`src/rtl/vpp_pkg.sv`:
```
package vpp_pkg;
    localparam int LANES     = 4;
    localparam int CW        = 16;
    localparam int CFG_DEPTH = 16;
    localparam int SELW      = $clog2(LANES);
    localparam int CFGW      = 1 + SELW + LANES * SELW + 4 * LANES;

    localparam logic signed [CW-1:0] SMIN = {1'b1, {(CW-1){1'b0}}};
    localparam logic signed [CW-1:0] SMAX = {1'b0, {(CW-1){1'b1}}};

    typedef struct packed {
        logic                       bc_en;
        logic [SELW-1:0]            bc_src;
        logic [LANES-1:0][SELW-1:0] sel;
        logic [LANES-1:0]           zero;
        logic [LANES-1:0]           conj;
        logic [LANES-1:0]           neg;
        logic [LANES-1:0]           absv;
    } vpp_cfg_t;

    typedef enum logic {ST_IDLE, ST_EMIT} vpp_state_e;

    function automatic logic signed [CW-1:0] sat_neg(input logic signed [CW-1:0] x);
        return (x == SMIN) ? SMAX : -x;
    endfunction

    function automatic logic signed [CW-1:0] sat_abs(input logic signed [CW-1:0] x);
        return x[CW-1] ? sat_neg(x) : x;
    endfunction
endpackage

```
`src/rtl/vpp_cfg_store.sv`:
```
module vpp_cfg_store
    import vpp_pkg::*;
#(
    parameter  int DEPTH = CFG_DEPTH,
    localparam int AW    = $clog2(DEPTH)
) (
    input  logic          clk,
    input  logic          rst_n,
    input  logic          we,
    input  logic [AW-1:0] waddr,
    input  vpp_cfg_t      wdata,
    input  logic [AW-1:0] raddr,
    output vpp_cfg_t      rdata
);
    vpp_cfg_t mem [DEPTH];

    always_ff @(posedge clk or negedge rst_n) begin
        if (!rst_n) begin
            for (int i = 0; i < DEPTH; i++) begin
                mem[i] <= '0;
            end
        end else if (we) begin
            mem[waddr] <= wdata;
        end
    end

    assign rdata = mem[raddr];
endmodule

```
`src/rtl/vpp_lane.sv`:
```
module vpp_lane
    import vpp_pkg::*;
(
    input  logic [LANES*2*CW-1:0] src_vec,
    input  logic                  bc_en,
    input  logic [SELW-1:0]       bc_src,
    input  logic [SELW-1:0]       sel,
    input  logic                  zero,
    input  logic                  conj,
    input  logic                  neg,
    input  logic                  absv,
    output logic [2*CW-1:0]       elem
);
    logic [SELW-1:0]        pick;
    logic signed [CW-1:0]   re, im;

    always_comb begin
        pick = bc_en ? bc_src : sel;
        re   = src_vec[int'(pick)*2*CW      +: CW];
        im   = src_vec[int'(pick)*2*CW + CW +: CW];
        if (zero) begin
            re = '0;
            im = '0;
        end
        if (absv) begin
            re = sat_abs(re);
            im = sat_abs(im);
        end
        if (conj) begin
            im = sat_neg(im);
        end
        if (neg) begin
            re = sat_neg(re);
            im = sat_neg(im);
        end
        elem = {im, re};
    end
endmodule

```
`src/rtl/vpp_stage.sv`:
```
module vpp_stage
    import vpp_pkg::*;
#(
    parameter  int DEPTH = CFG_DEPTH,
    localparam int AW    = $clog2(DEPTH),
    localparam int VW    = LANES * 2 * CW
) (
    input  logic            clk,
    input  logic            rst_n,
    input  logic            cfg_we,
    input  logic [AW-1:0]   cfg_waddr,
    input  logic [CFGW-1:0] cfg_wdata,
    input  logic            op_valid,
    input  logic [AW-1:0]   op_addr,
    input  logic [VW-1:0]   op_vec,
    output logic            res_valid,
    output logic [VW-1:0]   res_vec
);
    vpp_state_e      state_q, state_d;
    vpp_cfg_t        cur_cfg;
    logic [VW-1:0]   lane_out;

    vpp_cfg_store #(.DEPTH(DEPTH)) u_store (
        .clk   (clk),
        .rst_n (rst_n),
        .we    (cfg_we),
        .waddr (cfg_waddr),
        .wdata (vpp_cfg_t'(cfg_wdata)),
        .raddr (op_addr),
        .rdata (cur_cfg)
    );

    for (genvar g = 0; g < LANES; g++) begin : g_lane
        vpp_lane u_lane (
            .src_vec (op_vec),
            .bc_en   (cur_cfg.bc_en),
            .bc_src  (cur_cfg.bc_src),
            .sel     (cur_cfg.sel[g]),
            .zero    (cur_cfg.zero[g]),
            .conj    (cur_cfg.conj[g]),
            .neg     (cur_cfg.neg[g]),
            .absv    (cur_cfg.absv[g]),
            .elem    (lane_out[g*2*CW +: 2*CW])
        );
    end

    // state register
    always_ff @(posedge clk or negedge rst_n) begin
        if (!rst_n) state_q <= ST_IDLE;
        else        state_q <= state_d;
    end

    // next state
    always_comb begin
        state_d = state_q;
        unique case (state_q)
            ST_IDLE: if (op_valid)  state_d = ST_EMIT;
            ST_EMIT: if (!op_valid) state_d = ST_IDLE;
            default: state_d = ST_IDLE;
        endcase
    end

    // outputs
    always_ff @(posedge clk or negedge rst_n) begin
        if (!rst_n)        res_vec <= '0;
        else if (op_valid) res_vec <= lane_out;
    end

    assign res_valid = (state_q == ST_EMIT);
endmodule

```
`config.mk`:
```
export PLATFORM = sky130hd
export DESIGN_NAME = vpp_stage
export DESIGN_NICKNAME = d
export VERILOG_FILES = /design/src/rtl/vpp_pkg.sv /design/src/rtl/vpp_cfg_store.sv /design/src/rtl/vpp_lane.sv /design/src/rtl/vpp_stage.sv
export SDC_FILE = /design/constraint.sdc
export NUM_CORES = 2
export LEC_CHECK = 0
export BUFFER_PORTS_ARGS = -buffer_cell sky130_fd_sc_hd__buf_4
export CAP_MARGIN = 20
export CORE_UTILIZATION = 49
export CTS_BUF_LIST = sky130_fd_sc_hd__clkbuf_8
export DETAILED_ROUTE_END_ITERATION = 10
export PLACE_DENSITY_LB_ADDON = 0.2
export SYNTH_ARGS = -nofsm -noshare
export SYNTH_HDL_FRONTEND = slang
export SYNTH_SLANG_ARGS = --single-unit
export TNS_END_PERCENT = 50
```
`constraint.sdc`:
```
create_clock -name clk -period 13.5 [get_ports clk]
set_clock_uncertainty 0.2 [all_clocks]
set_input_delay 1.35 -clock clk [delete_from_list [all_inputs] [get_ports clk]]
set_output_delay 1.35 -clock clk [all_outputs]
set_load 0.05 [all_outputs]
```
==> reports/summary.txt <==
R2R depth = 27
Clk slew on worst S/H paths = 0.06 ns
Cell area after synthesis = 0.04030 mm2
TNS Setup = 0 ns
Worst reg-to-reg setup slack = 3.75 ns
Sequential area share after synthesis = 34.83%
Pre-antenna DRT Iters = 6
Area leader, netlist = dfrtp_1
Crit path max-delay family = simple AND/OR/NAND/NOR gates
Final Hold Fails = 0
Core Region = 0.08094 mm2
Most common cell in the synthesized netlist = dfrtp_1
Routed length per instance = 25.91 um
WHS Endpoint = res_vec[31]$_DFFE_PN0P_
Status = finished, final reports clean
FP Rows = 104
Maximum number of pins on one net before global-route repair = 107
Commonest cells post-synth = dfrtp_1 (561), mux2_2 (485), nor2_1 (394)
Die height = 288.8 um
Drc violations = 0
WL final = 134,400 um
CTS max path bufs = 3
Layout cells sized above 1 = 31.58%
Min-Delay Path Depth = 1
Die area = 0.08340 mm2
Measured slew at the worst slew-check pin = 1.157 ns
CTS tree = done
Cts repair resizes = 0
Post-CTS Setup Inserts = 0
Antenna viol nets, final = 0
Crit path buf inv count = 4
VDD IR max = 0.1188 mV
CTS root buf = clkbuf_8
Worst r2r dst = res_vec[24]$_DFFE_PN0P_
Worst EP arrival = 11.17 ns
First DRT Iteration DRCs = 2,825
EDFF count, synth = 0
# H-tree levels = 3
Final setup fails = 0
Vias in the first global route = 32,700
Power per cell area = 206.1 mW/mm2
Total Routing Usage GR = 31.98%
Syn Area/Cell = 10.44 um2
HP Start = res_vec[31]$_DFFE_PN0P_
Net Switching = 4.309 mW
Synth warn = 0
Die width = 288.8 um
Post-DP HPWL = 96,240 um
Unrepaired setup endpoints after global routing = no
Critical path class = in2reg
Worst Path Max Fanout = 51
IO Pins = 296
Post-Syn Nets = 4,046
First-pass GRT wire length = 202,800 um
Cells after Synth = 3,859
Startpoint types = input pin
Biggest cell delay along the critical path = 0.82 ns
DR vias/cell = 6.476
Cell mode on critical path = nor2_1
Fmax = 93.31 MHz
GP Congestion = 1.045
DR vias = 33,590
Max_cap viols = 0
Hold_buf cts = 0
Final worst path period need = 10.72 ns
Area occupied by multi-input gates = 0.02493 mm2
Initial antenna violation count = 20
#FFs+latches synth = 561
Ranking of synthesized cells by area = dfrtp_1 (35%), mux2_2 (14%), mux4_2 (13%)
Ys flop type = dfrtp_1
WP data required = 13.95 ns
Leakage = 18.67 nW
Register Area = 0.01404 mm2
Number of buffers added on ports = 295
Area growth, synth to finish = 11.96%
Comb power frac = 57.7%
R2r startpoint = u_store.mem[188]$_DFFE_PN0P_
Slowest cell on crit path = and2_1
Clock power frac = 16.2%
Fillers = 7,170
Crit end category = register
Sw frac = 46.32%
CTS Buf Count = 94
Period utilisation layout = 79.39%
Nets@finish = 4,229
Clk_lat worst skew = 0.75 ns
FFs w/ async S/R, synth = 100.0%
Fin util = 55.75%
GRT Residual Overflow = 0
Internal = 4.993 mW
Effective utilization at floorplan = 49.80%
Tightest Hold Check Type = reg2reg
Sequential power share = 26.1%
Clock sink count = 561
Fin. max-slew vios = 0
Top cell type's share of synthesized area = 34.83%
Library cells used by synthesis = 107
Worst slew margin = 22.87%
==> final cells by class <==
type                            instances  share of cell area, %
Antenna cell                           19                 0.1054
Clock buffer                          110                  3.355
Clock inverter                         51                 0.7181
Inverter                               59                 0.4908
Multi-Input combinational cell       2972                  55.25
Sequential cell                       561                  31.11
Tap cell                             1060                  2.939
Timing Repair Buffer                  354                  6.036
==> cells in the final DEF (no fill, tap or decap), types with 71 or more instances in the layout <==
cell type    n
o21ai_0    117
nor2_1     385
mux4_2     232
inv_1       89
buf_4      347
a21oi_1    211
xnor2_1     85
xor2_1      76
nor3_1      71
mux2_2     485
nand2_1    318
dfrtp_1    561
mux2i_1    137
clkbuf_8   110
nand3_1     75
==> worst max path at each step <==
stage / start / endpoint / depth (start not counted)
floorplan: op_addr[2] / res_vec[62]$_DFFE_PN0P_ / 33
global placement: op_addr[0] / res_vec[24]$_DFFE_PN0P_ / 28
detailed placement: op_addr[0] / res_vec[24]$_DFFE_PN0P_ / 28
CTS: op_addr[0] / res_vec[24]$_DFFE_PN0P_ / 28
global route: op_addr[0] / res_vec[24]$_DFFE_PN0P_ / 28
finish: op_addr[0] / res_vec[24]$_DFFE_PN0P_ / 28
==> stage by stage <==
stage | total power, mW | std cells | setup WS, ns | hold slack, ns | cell area [um2]
4_1_cts | 9.286 | 5163 | 2.932 | 0.2954 | 44990
3_5_place_dp | 7.751 | 5002 | 2.109 | 0.2789 | 43150
2_1_floorplan | 6.328 | 3859 | 4.255 | 0.2704 | 40300
3_3_place_gp | 7.704 | 5001 | 2.258 | 0.2787 | 43150
6_report | 9.301 | 5186 | 2.783 | 0.2958 | 45130
5_1_grt | 9.865 | 5179 | 1.957 | 0.3025 | 45110
==> state kept, by name, indices dropped and copies added (netlist names) <==
| signal | count |
|---|---|
| res_valid | 1 |
| u_store.mem | 432 |
| res_vec | 128 |
==> power by group through the flow <==
stage | Combinational (mW) | Clock (mW) | Sequential, mW
finish | 5.37 | 1.50 | 2.43
global route | 5.76 | 1.62 | 2.48
CTS | 5.32 | 1.54 | 2.43
detailed placement | 5.30 | 0 | 2.45
global placement | 5.27 | 0 | 2.44
floorplan | 3.30 | 0 | 3.02
==> cell families (layout without fill, tap and decap cells) <==
logic type	count (synthesis)	after routing	share of synthesized area (%)
AND/OR/NAND/NOR	1199	1199	14.33
multiplexers	879	879	31.38
AO/OA/AOI/OAI	713	713	11.68
flip-flops	561	561	34.83
buffers and inverters	326	574	3.657
XOR/XNOR	161	161	3.499
adder cells (fa/ha/maj)	20	20	0.6209
other	0	19	0
==> per-layer routing <==
layer,wire length [um],vias up,global-route usage (%)
li1,-,14920,-
met1,55410,16790,42.91
met2,61510,1508,49.86
met3,10620,354,5.766
met4,6761,12,15.93
met5,72,-,0
==> worst reg2reg max path, cell delays in order, from the launching register on <==
cell	delay [ns]
dfrtp_1	0.37
mux4_1	0.51
a22oi_1	0.38
and2_1	0.82
mux2_2	0.66
buf_4	0.58
mux4_2	0.67
a21oi_1	0.26
nand3b_1	0.30
nor2_1	0.17
nor2_1	0.16
ha_1	0.23
inv_1	0.08
or2_2	0.29
mux2i_1	0.32
nand4b_1	0.24
nor4b_1	0.73
nand2_1	0.54
inv_1	0.33
a211oi_1	0.11
ha_1	0.23
nand2_1	0.06
nor2_1	0.06
nand3_1	0.22
nor4_1	0.11
and4_1	0.29
nand2b_1	0.32
o32a_1	0.43
Power figures use the tool's default switching activity.
